File: src/rtl/ddr3_init_pkg.sv
package ddr3_init_pkg;

    typedef enum logic [3:0] {
        OP_DESEL = 4'd0,
        OP_PREA  = 4'd1,
        OP_REF   = 4'd2,
        OP_MRS   = 4'd3,
        OP_ZQCS  = 4'd4,
        OP_ZQCL  = 4'd5,
        OP_RSTL  = 4'd6,
        OP_MRR   = 4'd8,
        OP_DPDE  = 4'd9
    } cmd_op_e;

    localparam int WORD_W     = 32;
    localparam int START_BIT  = 31;
    localparam int RANK_LSB   = 20;
    localparam int MRNUM_LSB  = 17;
    localparam int MRNUM_W    = 3;
    localparam int MRDATA_LSB = 4;
    localparam int MR_W       = 13;
    localparam int NUM_STEPS  = 7;
    localparam int STEP_W     = 3;

    typedef enum logic [1:0] {
        ST_IDLE,
        ST_PWR,
        ST_CMD,
        ST_GAP
    } seq_state_e;

    typedef struct packed {
        cmd_op_e    op;
        logic [1:0] mr;
    } step_t;

    // Issue order of the power-up series; index 0 is followed by the settle wait.
    function automatic step_t step_info(logic [STEP_W-1:0] idx);
        step_t s;
        case (idx)
            3'd0:    s = '{op: OP_DESEL, mr: 2'd0};
            3'd1:    s = '{op: OP_PREA,  mr: 2'd0};
            3'd2:    s = '{op: OP_MRS,   mr: 2'd2};
            3'd3:    s = '{op: OP_MRS,   mr: 2'd3};
            3'd4:    s = '{op: OP_MRS,   mr: 2'd1};
            3'd5:    s = '{op: OP_MRS,   mr: 2'd0};
            default: s = '{op: OP_ZQCL,  mr: 2'd0};
        endcase
        return s;
    endfunction

endpackage

File: src/rtl/ddr3_mr_encode.sv
module ddr3_mr_encode
    import ddr3_init_pkg::*;
#(
    parameter int T_W = 5
) (
    input  logic [T_W-1:0]  twr,
    input  logic [T_W-1:0]  cl,
    input  logic [T_W-1:0]  cwl,
    output logic [MR_W-1:0] mr0,
    output logic [MR_W-1:0] mr1,
    output logic [MR_W-1:0] mr2,
    output logic [MR_W-1:0] mr3
);

    logic [2:0] wr_fld;
    logic [3:0] cl_m4;
    logic [2:0] cwl_m5;

    always_comb begin
        if (twr <= T_W'(8)) begin
            wr_fld = 3'(twr - T_W'(4));
        end else begin
            wr_fld = 3'(twr >> 1);
        end
        cl_m4  = 4'(cl - T_W'(4));
        cwl_m5 = 3'(cwl - T_W'(5));
    end

    // write recovery, DLL reset, split CAS latency, BL8 = 0
    assign mr0 = {1'b0, wr_fld, 1'b1, 1'b0, cl_m4[2:0], 1'b0, cl_m4[3], 2'b00};
    // 120 ohm termination only
    assign mr1 = MR_W'(13'h040);
    assign mr2 = {7'b0, cwl_m5, 3'b000};
    assign mr3 = '0;

endmodule

File: src/rtl/ddr3_cmd_pack.sv
module ddr3_cmd_pack
    import ddr3_init_pkg::*;
#(
    parameter int NUM_RANKS = 2
) (
    input  logic [STEP_W-1:0] step,
    input  logic [MR_W-1:0]   mr0,
    input  logic [MR_W-1:0]   mr1,
    input  logic [MR_W-1:0]   mr2,
    input  logic [MR_W-1:0]   mr3,
    output logic [WORD_W-1:0] word
);

    step_t            s;
    logic [MR_W-1:0]  data;
    logic [NUM_RANKS-1:0] rank_mask;

    // every rank select bit is raised
    for (genvar g = 0; g < NUM_RANKS; g++) begin : g_rank
        assign rank_mask[g] = 1'b1;
    end

    always_comb begin
        s = step_info(step);
        if (s.op == OP_MRS) begin
            case (s.mr)
                2'd0:    data = mr0;
                2'd1:    data = mr1;
                2'd2:    data = mr2;
                default: data = mr3;
            endcase
        end else begin
            data = '0;
        end
        word                             = '0;
        word[START_BIT]                  = 1'b1;
        word[RANK_LSB +: NUM_RANKS]      = rank_mask;
        word[MRNUM_LSB +: MRNUM_W]       = MRNUM_W'(s.mr);
        word[MRDATA_LSB +: MR_W]         = data;
        word[3:0]                        = s.op;
    end

endmodule

File: src/rtl/ddr3_wait_timer.sv
module ddr3_wait_timer #(
    parameter int CNT_W = 8
) (
    input  logic             clk,
    input  logic             rst_n,
    input  logic             load,
    input  logic [CNT_W-1:0] load_val,
    output logic             expired
);

    logic [CNT_W-1:0] cnt_d, cnt_q;

    always_comb begin
        cnt_d = cnt_q;
        if (load) begin
            cnt_d = load_val;
        end else if (cnt_q != '0) begin
            cnt_d = cnt_q - 1'b1;
        end
    end

    always_ff @(posedge clk or negedge rst_n) begin
        if (!rst_n) begin
            cnt_q <= '0;
        end else begin
            cnt_q <= cnt_d;
        end
    end

    assign expired = (cnt_q == '0);

    // an unloaded counter that reached zero stays there
    p_timer_floor_r7: assert property (@(posedge clk) disable iff (!rst_n)
        (!load && expired) |=> expired);

    // a loaded nonzero count steps down by one
    p_timer_step_r7: assert property (@(posedge clk) disable iff (!rst_n)
        (!load && !expired) |=> (cnt_q == $past(cnt_q) - 1'b1));

endmodule

File: src/rtl/ddr3_init_seq.sv
module ddr3_init_seq
    import ddr3_init_pkg::*;
#(
    parameter int T_W            = 5,
    parameter int CLK_MHZ        = 200,
    parameter int WAIT_NS        = 1000,
    parameter int TIMEOUT_CYCLES = 100000,
    parameter int NUM_RANKS      = 2
) (
    input  logic              clk,
    input  logic              rst_n,
    input  logic              start,
    input  logic [T_W-1:0]    twr,
    input  logic [T_W-1:0]    cl,
    input  logic [T_W-1:0]    cwl,
    input  logic              pwr_done,
    input  logic              cmd_pending,
    output logic              pwr_req,
    output logic              cmd_wr,
    output logic [WORD_W-1:0] cmd_word,
    output logic              busy,
    output logic              done,
    output logic              err
);

    localparam int GAP_CYCLES = (CLK_MHZ * WAIT_NS + 999) / 1000;
    localparam int CNT_MAX    = (GAP_CYCLES > TIMEOUT_CYCLES) ? GAP_CYCLES : TIMEOUT_CYCLES;
    localparam int CNT_W      = $clog2(CNT_MAX + 1);
    localparam logic [CNT_W-1:0]  TO_LOAD  = CNT_W'(TIMEOUT_CYCLES - 1);
    localparam logic [CNT_W-1:0]  GAP_LOAD = CNT_W'(GAP_CYCLES - 1);
    localparam logic [STEP_W-1:0] LAST     = STEP_W'(NUM_STEPS - 1);

    typedef struct packed {
        seq_state_e          st;
        logic [STEP_W-1:0]   step;
        logic [T_W-1:0]      twr;
        logic [T_W-1:0]      cl;
        logic [T_W-1:0]      cwl;
        logic                pwr_req;
        logic                cmd_wr;
        logic [WORD_W-1:0]   word;
        logic                done;
        logic                err;
    } seq_regs_t;

    seq_regs_t r_d, r_q;

    logic              tmr_load;
    logic [CNT_W-1:0]  tmr_val;
    logic              tmr_exp;
    logic [STEP_W-1:0] issue_step;
    logic [WORD_W-1:0] issue_word;
    logic [MR_W-1:0]   mr0, mr1, mr2, mr3;

    ddr3_mr_encode #(.T_W(T_W)) u_enc (
        .twr (r_q.twr),
        .cl  (r_q.cl),
        .cwl (r_q.cwl),
        .mr0 (mr0),
        .mr1 (mr1),
        .mr2 (mr2),
        .mr3 (mr3)
    );

    assign issue_step = (r_q.st == ST_PWR) ? '0 : r_q.step + 1'b1;

    ddr3_cmd_pack #(.NUM_RANKS(NUM_RANKS)) u_pack (
        .step (issue_step),
        .mr0  (mr0),
        .mr1  (mr1),
        .mr2  (mr2),
        .mr3  (mr3),
        .word (issue_word)
    );

    ddr3_wait_timer #(.CNT_W(CNT_W)) u_tmr (
        .clk      (clk),
        .rst_n    (rst_n),
        .load     (tmr_load),
        .load_val (tmr_val),
        .expired  (tmr_exp)
    );

    always_comb begin
        r_d        = r_q;
        r_d.cmd_wr = 1'b0;
        r_d.done   = 1'b0;
        r_d.err    = 1'b0;
        tmr_load   = 1'b0;
        tmr_val    = '0;
        case (r_q.st)
            ST_IDLE: begin
                if (start) begin
                    r_d.st      = ST_PWR;
                    r_d.pwr_req = 1'b1;
                    r_d.twr     = twr;
                    r_d.cl      = cl;
                    r_d.cwl     = cwl;
                    tmr_load    = 1'b1;
                    tmr_val     = TO_LOAD;
                end
            end
            ST_PWR: begin
                if (pwr_done) begin
                    r_d.pwr_req = 1'b0;
                    r_d.st      = ST_CMD;
                    r_d.step    = issue_step;
                    r_d.cmd_wr  = 1'b1;
                    r_d.word    = issue_word;
                end else if (tmr_exp) begin
                    r_d.pwr_req = 1'b0;
                    r_d.err     = 1'b1;
                    r_d.st      = ST_IDLE;
                end
            end
            ST_CMD: begin
                // the flag is only meaningful once the strobe cycle is over
                if (!r_q.cmd_wr && !cmd_pending) begin
                    if (r_q.step == LAST) begin
                        r_d.done = 1'b1;
                        r_d.st   = ST_IDLE;
                    end else if (r_q.step == '0) begin
                        r_d.st   = ST_GAP;
                        tmr_load = 1'b1;
                        tmr_val  = GAP_LOAD;
                    end else begin
                        r_d.step   = issue_step;
                        r_d.cmd_wr = 1'b1;
                        r_d.word   = issue_word;
                    end
                end
            end
            default: begin
                if (tmr_exp) begin
                    r_d.st     = ST_CMD;
                    r_d.step   = issue_step;
                    r_d.cmd_wr = 1'b1;
                    r_d.word   = issue_word;
                end
            end
        endcase
    end

    always_ff @(posedge clk or negedge rst_n) begin
        if (!rst_n) begin
            r_q <= '{st: ST_IDLE, default: '0};
        end else begin
            r_q <= r_d;
        end
    end

    assign pwr_req  = r_q.pwr_req;
    assign cmd_wr   = r_q.cmd_wr;
    assign cmd_word = r_q.word;
    assign busy     = (r_q.st != ST_IDLE);
    assign done     = r_q.done;
    assign err      = r_q.err;

    p_single_strobe_r6: assert property (@(posedge clk) disable iff (!rst_n)
        cmd_wr |=> !cmd_wr);

    p_wait_clear_r6: assert property (@(posedge clk) disable iff (!rst_n)
        $rose(cmd_wr) |-> !$past(cmd_pending));

    p_both_ranks_r5: assert property (@(posedge clk) disable iff (!rst_n)
        cmd_wr |-> (cmd_word[START_BIT] && cmd_word[RANK_LSB +: NUM_RANKS] == '1));

    p_done_pulse_r10: assert property (@(posedge clk) disable iff (!rst_n)
        done |=> (!done && !busy));

    p_done_err_excl_r3: assert property (@(posedge clk) disable iff (!rst_n)
        !(done && err));

    p_pwr_hold_r2: assert property (@(posedge clk) disable iff (!rst_n)
        (pwr_req && !pwr_done && !tmr_exp) |=> pwr_req);

    p_no_cmd_on_err_r3: assert property (@(posedge clk) disable iff (!rst_n)
        err |-> (!cmd_wr && !busy));

endmodule

File: config.mk
export PLATFORM = sky130hd
export DESIGN_NAME = ddr3_init_seq
export DESIGN_NICKNAME = d
export VERILOG_FILES = /design/src/rtl/ddr3_init_pkg.sv /design/src/rtl/ddr3_mr_encode.sv /design/src/rtl/ddr3_cmd_pack.sv /design/src/rtl/ddr3_wait_timer.sv /design/src/rtl/ddr3_init_seq.sv
export SDC_FILE = /design/constraint.sdc
export NUM_CORES = 1
export LEC_CHECK = 0
export BUFFER_PORTS_ARGS = -buffer_cell sky130_fd_sc_hd__buf_2
export CAP_MARGIN = 20
export CORE_ASPECT_RATIO = 1.5
export CORE_MARGIN = 2
export CORE_UTILIZATION = 40
export DETAILED_ROUTE_END_ITERATION = 6
export HOLD_SLACK_MARGIN = 0.05
export PLACE_DENSITY = 0.59
export SLEW_MARGIN = 20
export SYNTH_ARGS = -nofsm -noshare
export SYNTH_HDL_FRONTEND = slang
export SYNTH_SLANG_ARGS = --single-unit
File: constraint.sdc
create_clock -name clk -period 2.7 [get_ports clk]
set_input_delay 0.135 -clock clk [delete_from_list [all_inputs] [get_ports clk]]
set_output_delay 0.135 -clock clk [all_outputs]
set_load 0.02 [all_outputs]
==> results of run 1 <==
-- cell type report --
type,count,area [um^2]
multi-input combinational,214,1215
fill,704,3679
sequential,53,1326
timing repair buffer,63,410.4
clock inverter,3,17.52
clock buffer,5,68.82
inverter,10,37.54
tap,78,97.59
-- state kept, by name, summed over array words and instances, names as in the netlist --
signal,flops
pwr_req,1
done,1
u_tmr.cnt_q,17
err,1
cmd_wr,1
r_q,17
cmd_word,15
-- per-stage QoR --
step	util [%]	instance area [um^2]	setup TNS, ns	hold slack, ns
6_report	46.31	3173	0	0.06094
5_1_grt	46.31	3173	-0.002278	0.06618
4_1_cts	46.06	3156	0	0.05246
3_5_place_dp	42.90	2939	0	0.1799
3_3_place_gp	42.90	2939	0	0.1775
2_1_floorplan	-	2861	0	-0.1606
-- logic make-up (layout without fill, tap and decap cells) --
| group | Yosys count | after routing | share of synthesized area (%) |
|---|---|---|---|
| AO/OA/AOI/OAI | 56 | 56 | 12.92 |
| multiplexers | 2 | 2 | 0.7127 |
| other | 1 | 15 | 0.1335 |
| flip-flops | 53 | 53 | 47.22 |
| buffers and inverters | 54 | 81 | 12.03 |
| XOR/XNOR | 15 | 15 | 4.677 |
| AND/OR/NAND/NOR | 121 | 121 | 20.09 |
| adder cells (fa/ha/maj) | 5 | 5 | 2.227 |
-- layer usage --
layer / GRT usage [%] / vias up / wire length, um
li1: - / 1076 / -
met1: 19.88 / 1019 / 2577
met2: 28.11 / 49 / 3033
met3: 3.102 / 8 / 210
met4: 5.688 / 0 / 118
met5: 0 / - / 0
-- cell usage after synthesis (5+ instances only) --
cell type	instances
o21ai_0	25
ha_1	5
nor2_1	18
or4_1	5
xnor2_1	6
clkbuf_1	10
xor2_1	9
buf_4	32
nor3_1	7
nand2_1	64
o31ai_1	10
nor2b_1	5
inv_1	10
dfrtp_1	53
-- final timing paths --
| kind | to | start | depth (start not counted) | slack, ns |
|---|---|---|---|---|
| worst max register to register | cmd_word[9]$_DFFE_PN0P_ | u_tmr.cnt_q[0]$_DFFE_PN0P_ | 8 | 0.10 |
| worst max-delay path | cmd_word[9]$_DFFE_PN0P_ | u_tmr.cnt_q[0]$_DFFE_PN0P_ | 8 | 0.10 |
| worst min-delay path | err$_DFF_PN0_ | pwr_done | 2 | 0.06 |
| max in group asynchronous | r_q[44]$_DFFE_PN0P_ | rst_n | 3 | 1.56 |
| worst min register to register | cmd_word[7]$_DFFE_PN0P_ | r_q[36]$_DFFE_PN0P_ | 1 | 0.46 |
| min in group asynchronous | err$_DFF_PN0_ | rst_n | 2 | 0.36 |
-- repair_timing --
item / in CTS / in global routing
setup endpoints to repair: 0 / 12
hold buffers: 13 / 0
gates resized for setup: 0 / 6
endpoints found under the hold margin: 38 / 0
-- critical path, stage by stage (launching register included) --
cell	delay, ns
dfrtp_1	0.40
inv_2	0.07
ha_2	0.18
or4b_4	0.47
or4_4	0.44
o31a_4	0.43
a211oi_1	0.27
buf_4	0.17
a22o_1	0.12
-- power groups by stage --
| stage | logic (mW) | registers, mW | clock network, mW |
|---|---|---|---|
| after global placement | 1.33 | 1.37 | 0 |
| final | 1.38 | 1.37 | 0.445 |
| after CTS | 1.38 | 1.36 | 0.468 |
| after floorplan | 1.13 | 1.30 | 0 |
| after detailed placement | 1.36 | 1.38 | 0 |
| after global routing | 1.56 | 1.42 | 0.494 |
==> flow_summary.toml, run 1 <==
[status]
run_status = "finished, final reports clean"

[power]
p_total_mw = 3.193
swShare_pct = 42.54
vdd_ir_drop_max_v = 0.0003252
p_sw_mw = 1.358
power_frac_comb_pct = 43.2
power_frac_seq_pct = 42.8
p_leak_nw = 1.538
clkPwrFrac_pct = 13.9
p_per_area_nw_per_um2 = 1006
p_int_mw = 1.835

[placed_design]
dp_cells = 405
hpwlAfterDp_um = 4278
place_congestion = 0.7553
pre_cts_slack_ns = 0.05180
numPortBuffers = 38

[cts]
clockBufferDepth = 2
cts_tree = "built"
htree_num_levels = 2
path_clk_slew_ns = 0.10
cts_setup_buffers = 0
worstSkewPairLatency_ns = 0.31
cts_sinks = 53
cts_buffers = 5
cts_root_buffer = "clkbuf_8"

[synth]
synth_ff_type = "dfrtp_1"
synth-seq-cells = 53
synth_top_area_share_pct = 47.22
ys_warn_count = 0
syn_area_per_cell_um2 = 9.150
synth_edf_count = 0
synth.area.top_cells = "dfrtp_1 (47%), buf_4 (8.6%), nand2_1 (8.6%)"
async_reset_ff_share_pct = 100.0
synth_top_area_cell = "dfrtp_1"
postSynthCellCount = 307
yosysUniqueCellTypes = 39
syn-cell-area_um2 = 2809
ys_seq_area_share_pct = 47.22

[final_layout]
drive_gt1_share_pct = 18.97
n_antenna_cell = 0
fin_nets = 372
stdcell_count = 426
syn_to_final_growth_pct = 12.96
layout_commonest_cell = "nand2_1"
final_cell_mix = "nand2_1 (64), dfrtp_1 (53), buf_2 (38)"

[floorplan]
initial_core_util_pct = 41.00
placementRows = 37
io_pins = 57
core_area_um2 = 6852
die_w_um = 72.42
die_h_um = 106.6
die_area_um2 = 7723

[sta]
worst_pin_slew_ns = 0.6072
fmax_mhz = 384.7
maxSlewViolCount = 0
fin_crit_ns = 2.599
fin_skew_ns = 0.007206
hold_viol_final = 0
fin_crit_sh_pct = 96.27
worst_slew_margin_rel_pct = 59.52
setup_viol = 0
worst_slack_ns = 0.1007

[detailed_routing]
drt-vias-per-instance = 5.052
routed_wl_um = 5939
antenna_left = 0
drtPass1Iterations = 4
drtIter0Drc = 79
via_count = 2152
wire_per_inst_um = 13.94
drc = 0

[global_routing]
grt_max_degree = 28
overflow = 0
first_global_vias = 2045
grt_pass1_wl_um = 9798
track_usage_pct = 16.23
antenna_found_initial = 0

[worst_setup_path]
start_kind = "flip-flop"
setup.worst_path.class = "reg2reg"
critPathArrivalTime_ns = 2.85
worstPathRequired_ns = 2.96
path_max_fanout = 12
cp-end-kind = "flip-flop"

[run]
maxCapViolations = 0

[hold_path]
min_path_type = "in2reg"
No activity file was read; power rests on OpenSTA's default activity.
==> run 2: changes to the inputs <==
--- a/config.mk
+++ b/config.mk
@@ -7,12 +7,13 @@
 export LEC_CHECK = 0
 export BUFFER_PORTS_ARGS = -buffer_cell sky130_fd_sc_hd__buf_2
 export CAP_MARGIN = 20
+export CELL_PAD_IN_SITES_DETAIL_PLACEMENT = 0
+export CELL_PAD_IN_SITES_GLOBAL_PLACEMENT = 1
 export CORE_ASPECT_RATIO = 1.5
-export CORE_MARGIN = 2
 export CORE_UTILIZATION = 40
 export DETAILED_ROUTE_END_ITERATION = 6
 export HOLD_SLACK_MARGIN = 0.05
-export PLACE_DENSITY = 0.59
+export PLACE_DENSITY = 0.75
 export SLEW_MARGIN = 20
 export SYNTH_ARGS = -nofsm -noshare
 export SYNTH_HDL_FRONTEND = slang
==> run 2 against run 1 <==
Sequential share of layout area is 0.73 points lower. Wire length is 1.8% lower. Global-route usage is 0.91 points higher. Power is 3.3% higher. Sequential power hardly changed. Die area is 4.6% lower. Count of clock-buffer cells in the layout stayed put. First-iteration DRC count is 48% higher. Highest routed layer unchanged. Critical path depth stayed put. Non-clock buffer count is 2 higher. Clock skew is 0.00076 ns lower.
==> flow_summary.toml, run 2 (synthesized netlist as in run 1, its figures left out) <==
[cts]
htree_num_levels = 2
path_clk_slew_ns = 0.10
cts_buffers = 5
worstSkewPairLatency_ns = 0.31
cts_sinks = 53
cts_tree = "built"
clockBufferDepth = 2
cts_root_buffer = "clkbuf_8"

[worst_setup_path]
rr_endpoint = "r_q[51]$_DFFE_PN0P_"
setup.worst_path.class = "reg2reg"
start_kind = "flip-flop"
cp-end-kind = "flip-flop"
max_stage_delay_ns = 0.47
ff2ff_path_depth = 8
worstPathRequired_ns = 2.94
rrSetupSlack_ns = 0.08
crit_buf_inv = 2
r2r-start = "u_tmr.cnt_q[0]$_DFFE_PN0P_"
critPathArrivalTime_ns = 2.87
path_max_fanout = 8
crit_chain = "inv_2 -> ha_4 -> or4b_4 -> or4_4 -> o31a_1 -> buf_4 -> or3_1 -> o21ai_1"
critPathSlowestCell = "or4_4"
critPathTopFamily = "simple AND/OR/NAND/NOR gates"

[sta]
worst_pin_slew_ns = 0.8148
fin_tns_setup_ns = 0
fmax_mhz = 381.0
worst_slew_margin_rel_pct = 45.10
fin_crit_sh_pct = 97.21
fin_skew_ns = 0.006442
maxSlewViolCount = 0
hold_viol_final = 0
worst_slack_ns = 0.07540
rsz0062_at_grt = "false"
holdWs_ns = 0.1486
fin_crit_ns = 2.625
setup_viol = 0

[placed_design]
numPortBuffers = 38
place_congestion = 0.8702
dp_cells = 405
hpwlAfterDp_um = 4221
pre_cts_slack_ns = 0.02627
placed_area_um2 = 2939

[hold_path]
hold_start = "cmd_pending"
hold_depth = 4
worstHoldEndpoint = "done$_DFF_PN0_"
min_path_type = "in2reg"

[detailed_routing]
drc = 0
wire_per_inst_um = 13.63
drtPass1Iterations = 5
drt-vias-per-instance = 5.129
antenna_left = 0
routed_wl_um = 5835
via_count = 2195
drtIter0Drc = 117

[power]
p_total_mw = 3.299
p_per_area_nw_per_um2 = 1022
power_frac_seq_pct = 41.4
p_int_mw = 1.874
power_frac_comb_pct = 44.2
p_sw_mw = 1.425
p_leak_nw = 1.537
swShare_pct = 43.19
vdd_ir_drop_max_v = 0.0005233
clkPwrFrac_pct = 14.3

[floorplan]
placementRows = 37
io_pins = 57
die_area_um2 = 7368
die_w_um = 70.42
die_h_um = 104.6
core_area_um2 = 6805
initial_core_util_pct = 41.28

[global_routing]
antenna_found_initial = 0
first_global_vias = 2228
grt_pass1_wl_um = 10070
grt_max_degree = 38
overflow = 0
track_usage_pct = 17.14

[status]
run_status = "finished, final reports clean"

[final_layout]
fin_area_um2 = 3229
final_cell_mix = "nand2_1 (64), dfrtp_1 (53), buf_2 (38)"
drive_gt1_share_pct = 19.71
n_antenna_cell = 0
fin_util_pct = 47.45
syn_to_final_growth_pct = 14.97
fin_nets = 374
stdcell_count = 428
layout_commonest_cell = "nand2_1"

[run]
maxCapViolations = 0
run 2: worst register-to-register path: stages (launching register included):
cell and delay (ns):
dfrtp_1 0.41, inv_2 0.10, ha_4 0.14, or4b_4 0.45, or4_4 0.47, o31a_1 0.44
buf_4 0.19, or3_1 0.29, o21ai_1 0.07
run 2: final cells by class:
type | instances | area [um^2]
Tap cell | 78 | 97.59
Timing Repair Buffer | 65 | 431.7
Clock inverter | 3 | 25.02
Multi-Input combinational cell | 214 | 1242
Inverter | 10 | 37.54
Clock buffer | 5 | 68.82
Sequential cell | 53 | 1326
Fill cell | 689 | 3576
run 2: what timing repair did:
| action | in CTS | in global routing |
|---|---|---|
| gates resized for setup | 0 | 11 |
| setup endpoints to repair | 1 | 8 |
| pin swaps | 1 | 2 |
| hold buffers | 13 | 1 |
| endpoints found under the hold margin | 28 | 1 |
| buffers inserted | 0 | 1 |
run 2: how the worst max path moves through the flow:
stage | endpoint | startpoint | slack, ns | depth (start not counted)
3_5_place_dp | cmd_word[9]$_DFFE_PN0P_ | u_tmr.cnt_q[0]$_DFFE_PN0P_ | 0.03 | 8
2_1_floorplan | r_q[53]$_DFFE_PN0P_ | u_tmr.cnt_q[0]$_DFFE_PN0P_ | 0.22 | 8
3_3_place_gp | cmd_word[9]$_DFFE_PN0P_ | u_tmr.cnt_q[0]$_DFFE_PN0P_ | 0.05 | 8
6_report | r_q[51]$_DFFE_PN0P_ | u_tmr.cnt_q[0]$_DFFE_PN0P_ | 0.08 | 8
5_1_grt | r_q[51]$_DFFE_PN0P_ | u_tmr.cnt_q[0]$_DFFE_PN0P_ | 0.007 | 8
4_1_cts | cmd_word[12]$_DFFE_PN0P_ | u_tmr.cnt_q[0]$_DFFE_PN0P_ | 0.05 | 7
run 2: power by group through the flow:
stage | sequential [mW] | clock (mW) | combinational, mW
detailed placement | 1.38 | 0 | 1.36
finish | 1.37 | 0.473 | 1.46
global route | 1.42 | 0.532 | 1.65
floorplan | 1.30 | 0 | 1.13
CTS | 1.36 | 0.496 | 1.38
global placement | 1.37 | 0 | 1.34
run 2: routing by layer:
metal  global-route usage (%)  vias up  share of wire, %
li1                         -     1081                 -
met5                        0        -                 0
met4                    6.000        0               1.5
met2                    31.77       48                54
met3                    2.893        7               3.0
met1                    19.24     1059                41
